## config.mk

```make
export PLATFORM = sky130hd
export DESIGN_NAME = tick_cmp_timer
export DESIGN_NICKNAME = d
export VERILOG_FILES = /design/src/rtl/tctr_pkg.sv /design/src/rtl/tctr_rst_sync.sv /design/src/rtl/tctr_regs.sv /design/src/rtl/tctr_counter.sv /design/src/rtl/tctr_cmp_unit.sv /design/src/rtl/tick_cmp_timer.sv
export SDC_FILE = /design/constraint.sdc
export NUM_CORES = 1
export LEC_CHECK = 0
export CAP_MARGIN = 20
export CELL_PAD_IN_SITES_DETAIL_PLACEMENT = 1
export CELL_PAD_IN_SITES_GLOBAL_PLACEMENT = 2
export CORE_MARGIN = 2
export CORE_UTILIZATION = 38
export CTS_BUF_LIST = sky130_fd_sc_hd__clkbuf_2 sky130_fd_sc_hd__clkbuf_4 sky130_fd_sc_hd__clkbuf_8
export DETAILED_ROUTE_END_ITERATION = 10
export PLACE_DENSITY_LB_ADDON = 0.08
export SYNTH_ARGS = -nofsm -noshare
export SYNTH_HDL_FRONTEND = slang
export SYNTH_SLANG_ARGS = --single-unit
export TNS_END_PERCENT = 30
```

## constraint.sdc

```tcl
create_clock -name clk -period 6.11 [get_ports clk]
set_clock_uncertainty 0.2 [all_clocks]
set_input_delay 1.222 -clock clk [delete_from_list [all_inputs] [get_ports clk]]
set_output_delay 1.222 -clock clk [all_outputs]
set_load 0.005 [all_outputs]
```

## src/rtl/tctr_pkg.sv

```systemverilog
package tctr_pkg;

  localparam logic [7:0] OFS_CTRL     = 8'h40;
  localparam logic [7:0] OFS_LOAD     = 8'h64;
  localparam logic [7:0] OFS_COUNT    = 8'h68;
  localparam logic [7:0] OFS_CMP_BASE = 8'h6C;
  localparam int         CMP_STRIDE   = 4;

  localparam int BIT_CNT_EN = 13;
  localparam int BIT_OSC_EN = 8;

  typedef struct packed {
    logic cnt_en;
    logic osc_en;
  } ctrl_t;

endpackage

```

## src/rtl/tctr_rst_sync.sv

```systemverilog
module tctr_rst_sync (
  input  logic clk,
  input  logic rst_n,
  output logic rst_sync_n
);
  logic [1:0] sync_q;

  always_ff @(posedge clk or negedge rst_n) begin
    if (!rst_n) sync_q <= 2'b00;
    else        sync_q <= {sync_q[0], 1'b1};
  end

  assign rst_sync_n = sync_q[1];
endmodule

```

## src/rtl/tctr_regs.sv

```systemverilog
module tctr_regs
  import tctr_pkg::*;
#(
  parameter int DATA_W  = 32,
  parameter int ADDR_W  = 8,
  parameter int NUM_CMP = 3
) (
  input  logic                            clk,
  input  logic                            rst_n,
  input  logic                            bus_req,
  input  logic                            bus_wr,
  input  logic [ADDR_W-1:0]               bus_addr,
  input  logic [DATA_W-1:0]               bus_wdata,
  input  logic [DATA_W-1:0]               count,
  output ctrl_t                           ctrl,
  output logic                            load_stb,
  output logic [DATA_W-1:0]               load_val,
  output logic [NUM_CMP-1:0]              cmp_wr,
  output logic [NUM_CMP-1:0][DATA_W-1:0]  cmp_val,
  output logic [DATA_W-1:0]               bus_rdata
);

  function automatic logic [ADDR_W-1:0] cmp_addr(input int idx);
    return ADDR_W'(OFS_CMP_BASE) + ADDR_W'(CMP_STRIDE * idx);
  endfunction

  logic wr_stb, rd_stb;
  assign wr_stb = bus_req &  bus_wr;
  assign rd_stb = bus_req & ~bus_wr;

  // control word
  ctrl_t ctrl_q, ctrl_d;
  logic  ctrl_we;

  always_comb begin
    ctrl_we       = wr_stb && (bus_addr == ADDR_W'(OFS_CTRL));
    ctrl_d.cnt_en = bus_wdata[BIT_CNT_EN];
    ctrl_d.osc_en = bus_wdata[BIT_OSC_EN];
  end

  always_ff @(posedge clk or negedge rst_n) begin
    if (!rst_n)       ctrl_q <= '0;
    else if (ctrl_we) ctrl_q <= ctrl_d;
  end

  assign ctrl = ctrl_q;

  // preload strobe
  always_comb begin
    load_stb = wr_stb && (bus_addr == ADDR_W'(OFS_LOAD));
    load_val = bus_wdata;
  end

  // compare registers
  logic [NUM_CMP-1:0][DATA_W-1:0] cmp_q;

  for (genvar g = 0; g < NUM_CMP; g++) begin : g_cmp_reg
    logic we;
    assign we = wr_stb && (bus_addr == cmp_addr(g));

    always_ff @(posedge clk or negedge rst_n) begin
      if (!rst_n)  cmp_q[g] <= '0;
      else if (we) cmp_q[g] <= bus_wdata;
    end

    assign cmp_wr[g] = we;
  end

  assign cmp_val = cmp_q;

  // registered read path
  logic [DATA_W-1:0] rd_d, rd_q;

  always_comb begin
    rd_d = '0;
    if (bus_addr == ADDR_W'(OFS_CTRL)) begin
      rd_d[BIT_CNT_EN] = ctrl_q.cnt_en;
      rd_d[BIT_OSC_EN] = ctrl_q.osc_en;
    end
    if (bus_addr == ADDR_W'(OFS_COUNT)) rd_d = count;
    for (int i = 0; i < NUM_CMP; i++) begin
      if (bus_addr == cmp_addr(i)) rd_d = cmp_q[i];
    end
  end

  always_ff @(posedge clk or negedge rst_n) begin
    if (!rst_n)      rd_q <= '0;
    else if (rd_stb) rd_q <= rd_d;
  end

  assign bus_rdata = rd_q;

endmodule

```

## src/rtl/tctr_counter.sv

```systemverilog
module tctr_counter
  import tctr_pkg::*;
#(
  parameter int DATA_W = 32
) (
  input  logic              clk,
  input  logic              rst_n,
  input  logic              tick_en,
  input  ctrl_t             ctrl,
  input  logic              load_stb,
  input  logic [DATA_W-1:0] load_val,
  output logic              run,
  output logic              step,
  output logic [DATA_W-1:0] count,
  output logic [DATA_W-1:0] count_inc
);
  logic [DATA_W-1:0] count_q, count_d;
  logic              count_en;

  always_comb begin
    run       = ctrl.cnt_en & ctrl.osc_en;
    step      = tick_en & run & ~load_stb;
    count_inc = count_q + DATA_W'(1);
    count_en  = load_stb | step;
    count_d   = load_stb ? load_val : count_inc;
  end

  always_ff @(posedge clk or negedge rst_n) begin
    if (!rst_n)        count_q <= '0;
    else if (count_en) count_q <= count_d;
  end

  assign count = count_q;
endmodule

```

## src/rtl/tctr_cmp_unit.sv

```systemverilog
module tctr_cmp_unit #(
  parameter int DATA_W = 32
) (
  input  logic              clk,
  input  logic              rst_n,
  input  logic              step,
  input  logic [DATA_W-1:0] count_inc,
  input  logic [DATA_W-1:0] cmp_val,
  input  logic              clr,
  output logic              pend
);
  logic pend_q, pend_d, hit;

  always_comb begin
    hit    = step && (count_inc == cmp_val);
    pend_d = pend_q;
    if (hit) pend_d = 1'b1;
    if (clr) pend_d = 1'b0;
  end

  always_ff @(posedge clk or negedge rst_n) begin
    if (!rst_n) pend_q <= 1'b0;
    else        pend_q <= pend_d;
  end

  assign pend = pend_q;
endmodule

```

## src/rtl/tick_cmp_timer.sv

```systemverilog
module tick_cmp_timer
  import tctr_pkg::*;
#(
  parameter int DATA_W  = 32,
  parameter int ADDR_W  = 8,
  parameter int NUM_CMP = 3
) (
  input  logic              clk,
  input  logic              rst_n,
  input  logic              tick_en,
  input  logic              bus_req,
  input  logic              bus_wr,
  input  logic [ADDR_W-1:0] bus_addr,
  input  logic [DATA_W-1:0] bus_wdata,
  output logic [DATA_W-1:0] bus_rdata,
  output logic              irq
);
  logic                           rst_q_n;
  ctrl_t                          ctrl;
  logic                           load_stb;
  logic [DATA_W-1:0]              load_val;
  logic [NUM_CMP-1:0]             cmp_wr;
  logic [NUM_CMP-1:0][DATA_W-1:0] cmp_val;
  logic                           run, step;
  logic [DATA_W-1:0]              count, count_inc;
  logic [NUM_CMP-1:0]             pend;

  tctr_rst_sync u_rst (
    .clk        (clk),
    .rst_n      (rst_n),
    .rst_sync_n (rst_q_n)
  );

  tctr_regs #(.DATA_W(DATA_W), .ADDR_W(ADDR_W), .NUM_CMP(NUM_CMP)) u_regs (
    .clk       (clk),
    .rst_n     (rst_q_n),
    .bus_req   (bus_req),
    .bus_wr    (bus_wr),
    .bus_addr  (bus_addr),
    .bus_wdata (bus_wdata),
    .count     (count),
    .ctrl      (ctrl),
    .load_stb  (load_stb),
    .load_val  (load_val),
    .cmp_wr    (cmp_wr),
    .cmp_val   (cmp_val),
    .bus_rdata (bus_rdata)
  );

  tctr_counter #(.DATA_W(DATA_W)) u_cnt (
    .clk       (clk),
    .rst_n     (rst_q_n),
    .tick_en   (tick_en),
    .ctrl      (ctrl),
    .load_stb  (load_stb),
    .load_val  (load_val),
    .run       (run),
    .step      (step),
    .count     (count),
    .count_inc (count_inc)
  );

  for (genvar g = 0; g < NUM_CMP; g++) begin : g_cmp
    tctr_cmp_unit #(.DATA_W(DATA_W)) u_cmp (
      .clk       (clk),
      .rst_n     (rst_q_n),
      .step      (step),
      .count_inc (count_inc),
      .cmp_val   (cmp_val[g]),
      .clr       (cmp_wr[g]),
      .pend      (pend[g])
    );
  end

  assign irq = |pend;

endmodule

```

==> results.json <==
{
  "clk_pin_slew_worst_paths_ns": 0.12,
  "power-per-cell-area_nw_per_um2": 204,
  "share_comb_of_total_power": 0.130,
  "drt-initial-drc-count": 821,
  "rsz0062_at_grt": "false",
  "area_growth_pct": 12.9,
  "core_area_sq_um": 26200,
  "crit_path_max_fanout": 9,
  "run_status": "finished, final reports clean",
  "worst_skew_pair.late_latency_ns": 0.48,
  "synthesis.area_sq_um": 10200,
  "number_of_buffers_added_by_the_clock_tree_synthesis_step": 17,
  "ff2ff_setup_slack_ns": 2.01,
  "grt_antenna_before_repair": 0,
  "part_of_the_power_in_the_clock_network": 0.340,
  "wire_length_of_the_first_global_routing_pass_microns": 56000,
  "worst_ep_required_time_ns": 6.29,
  "post_cts_resized": 0,
  "synthesis.instances": 1116,
  "hold_violations": 0,
  "tightest_slew_ns": 1.11,
  "post_drt_wl_per_cell_microns": 24.3,
  "worst_setup_slack_post_dpl_ns": 1.74,
  "timing.final.ws_setup_ns": 2.01,
  "cts_root_buf": "sky130_fd_sc_hd__clkbuf_8",
  "syn_avg_cell_area_sq_um": 9.14,
  "worst_ir_drop_vdd_mv": 0.120,
  "yosysTopAreaCell": "sky130_fd_sc_hd__dfrtp_1",
  "cp-end-kind": "flop",
  "switching_power_w": 0.000708,
  "cell_internal_pwr_w": 0.00164,
  "initial_utilization": 0.389,
  "floorplan.die_area_sq_um": 28200,
  "part_of_the_yosys_area_used_for_sequential_elements": 0.410,
  "y_dimension_of_the_die_microns": 168,
  "utilization_after_layout": 0.439,
  "remaining_overflow_grt": 0,
  "detailed_place.area_sq_um": 11100,
  "power_frac_seq": 0.531,
  "post_drt_via_cell_ratio": 5.90,
  "timing.critical_path.arrival_ns": 4.27,
  "num_rows": 59,
  "synthArstFlopShare": 1.00,
  "grt_usage": 0.263,
  "max-slew-margin-rel": 0.260,
  "finalInstanceArea_sq_um": 11500,
  "postSynthRegisterBits": 167,
  "synth.distinct_cells": 67,
  "netlist_top_cells_area": "sky130_fd_sc_hd__dfrtp_1, sky130_fd_sc_hd__xnor2_1, sky130_fd_sc_hd__mux2_2",
  "drc_errors": 0,
  "worst-setup-path-type": "reg -> reg",
  "tns_ns": 0,
  "wirelength_microns": 36000,
  "layout.cells.most_common_list": "sky130_fd_sc_hd__nand2_1, sky130_fd_sc_hd__dfrtp_1, sky130_fd_sc_hd__nor2_1, sky130_fd_sc_hd__xnor2_1, sky130_fd_sc_hd__clkdlybuf4s50_1",
  "ios": 78,
  "max_stage_delay_ns": 0.62,
  "insertedDiodeCount": 0,
  "synth_flop_cell": "sky130_fd_sc_hd__dfrtp_1",
  "cts-root-to-sink-buffers": 2,
  "cts-hold-fix-buffers": 0,
  "die_w_microns": 168,
  "post_cts_buffers": 0,
  "hold_path_class": "reg -> reg",
  "synth_fp_nets": 1162,
  "placement.io_buffers": 77,
  "synth-edff-count": 0,
  "synth_warnings": 0,
  "place_hpwl_microns": 25500,
  "leading_cell_type_in_the_layout_fill_and_taps_excluded": "sky130_fd_sc_hd__nand2_1",
  "finalWorstPathRequiredPeriod_ns": 4.10,
  "tritoncts": "built",
  "timing.critical_path.cells": "ha_1 > and3_1 > nand4b_2 > or3_1 > xnor2_2 > xor2_1 > nor4_1 > nand4_1 > o32ai_2",
  "largest_net_degree_at_the_start_of_global_routing": 95,
  "p_sw_frac": 0.302,
  "max_clock_freq_mhz": 244,
  "cts.sinks": 167,
  "static-leakage-power_nw": 4.73,
  "totalPowerFinal_w": 0.00234,
  "final_critical_path_share_of_the_clock_period": 0.670,
  "globalplace.congestion": 0.906,
  "drive_above_1_share": 0.118,
  "vias": 8739,
  "dr.pass1.iters": 8,
  "synth_top_cell_area_share": 0.410,
  "max_cap_viol_count": 0,
  "route.antenna.remaining_nets": 0,
  "cts_max_level": 4,
  "worstSetupStartpointType": "flop",
  "cp_max_delay_cell": "sky130_fd_sc_hd__dfrtp_1",
  "finalNetCount": 1180,
  "via_count_of_the_first_global_routing_pass": 8724,
  "finalMaxSlewViolations": 0,
  "finalSetupViolCount": 0
}
-- state kept, by name, summed over array words and instances, names as in the netlist --
register          flops
u_regs.cmp_val       96
u_cnt.count          32
u_regs.bus_rdata     32
g_cmp.u_cmp.pend      3
u_regs.ctrl           2
u_rst.sync_q          2
-- area by class of cell --
class                      count  area (sq um)
clock buffer                  20           269
multi-input combinational    848          5600
sequential                   167          4180
inverter                      11          41.3
clock inverter                12           108
fill                        3019         14700
timing repair buffer          89           886
tap                          335           419
-- power by group through the flow --
stage | logic (W) | registers [W] | clock network [W]
2_1_floorplan | 0.000179 | 0.00123 | 0
3_3_place_gp | 0.000301 | 0.00126 | 0
3_5_place_dp | 0.000303 | 0.00127 | 0
4_1_cts | 0.000305 | 0.00124 | 0.000821
5_1_grt | 0.000332 | 0.00126 | 0.000863
6_report | 0.000304 | 0.00124 | 0.000797
-- routing by layer --
layer  global-route usage  vias to the layer above  part of all wire
met5                    0                        -                 0
met4               0.0526                        0             0.011
met3               0.0374                       23             0.046
met2                0.401                      209              0.45
met1                0.398                     4493              0.49
li1                     -                     4014                 -
-- worst max-delay path, delay by kind of cell, from the launching register on --
family | cells | cell delay [ns]
and+or+nand+nor | 5 | 2.04
DFF | 1 | 0.62
adders and majority gates | 1 | 0.40
xor gates and xnor gates | 2 | 0.39
AOI/OAI and AO/OA | 1 | 0.31
-- kinds of logic after synthesis --
| logic type | after synthesis | synth area share |
|---|---|---|
| AOI/OAI and AO/OA | 206 | 0.139 |
| xor gates and xnor gates | 146 | 0.127 |
| and+or+nand+nor | 427 | 0.206 |
| adders and majority gates | 1 | 0.00123 |
| DFF | 167 | 0.410 |
| muxes | 67 | 0.0738 |
| buffers and inverters | 101 | 0.0425 |
| other | 1 | 0.000368 |
-- worst paths after layout --
path,start,endpoint,cells after the start
max,u_cnt.count[0]$_DFFE_PN0P_,g_cmp[1].u_cmp.pend$_DFFE_PN0P_,9
min,u_rst.sync_q[0]$_DFF_PN0_,u_rst.sync_q[1]$_DFF_PN0_,0
max reg2reg,u_cnt.count[0]$_DFFE_PN0P_,g_cmp[1].u_cmp.pend$_DFFE_PN0P_,9
min reg2reg,u_rst.sync_q[0]$_DFF_PN0_,u_rst.sync_q[1]$_DFF_PN0_,0
max in group asynchronous,u_rst.sync_q[1]$_DFF_PN0_,u_regs.cmp_val[23]$_DFFE_PN0P_,1
min in group asynchronous,u_rst.sync_q[1]$_DFF_PN0_,u_regs.bus_rdata[6]$_DFFE_PN0P_,0
-- metrics by stage --
step	hold WS [ns]	instances
6_report	0.169	1482
5_1_grt	0.177	1482
3_5_place_dp	0.146	1450
4_1_cts	0.173	1482
3_3_place_gp	0.138	1450
2_1_floorplan	0.131	1116
-- cell usage after synthesis (4+ instances only) --
| cell | number |
|---|---|
| sky130_fd_sc_hd__nor2_1 | 97 |
| sky130_fd_sc_hd__nand3b_1 | 8 |
| sky130_fd_sc_hd__a211oi_1 | 5 |
| sky130_fd_sc_hd__nand3_1 | 20 |
| sky130_fd_sc_hd__nor3_1 | 26 |
| sky130_fd_sc_hd__a31oi_1 | 37 |
| sky130_fd_sc_hd__dfrtp_1 | 167 |
| sky130_fd_sc_hd__nand2b_1 | 6 |
| sky130_fd_sc_hd__and4_1 | 11 |
| sky130_fd_sc_hd__a222oi_1 | 32 |
| sky130_fd_sc_hd__o211ai_1 | 6 |
| sky130_fd_sc_hd__o22ai_1 | 4 |
| sky130_fd_sc_hd__nor4_1 | 10 |
| sky130_fd_sc_hd__inv_1 | 11 |
| sky130_fd_sc_hd__and3_1 | 9 |
| sky130_fd_sc_hd__o311ai_0 | 4 |
| sky130_fd_sc_hd__nand2_1 | 174 |
| sky130_fd_sc_hd__and2_1 | 5 |
| sky130_fd_sc_hd__xnor2_1 | 96 |
| sky130_fd_sc_hd__or3_1 | 8 |
| sky130_fd_sc_hd__nand4_1 | 22 |
| sky130_fd_sc_hd__o21ai_0 | 29 |
| sky130_fd_sc_hd__a21oi_1 | 57 |
| sky130_fd_sc_hd__clkbuf_1 | 62 |
| sky130_fd_sc_hd__buf_4 | 6 |
| sky130_fd_sc_hd__buf_2 | 19 |
| sky130_fd_sc_hd__o2111ai_1 | 7 |
| sky130_fd_sc_hd__xor2_1 | 48 |
| sky130_fd_sc_hd__mux2_2 | 65 |
| sky130_fd_sc_hd__nor2b_1 | 7 |
Note: power is estimated with default switching activity, not from simulation.
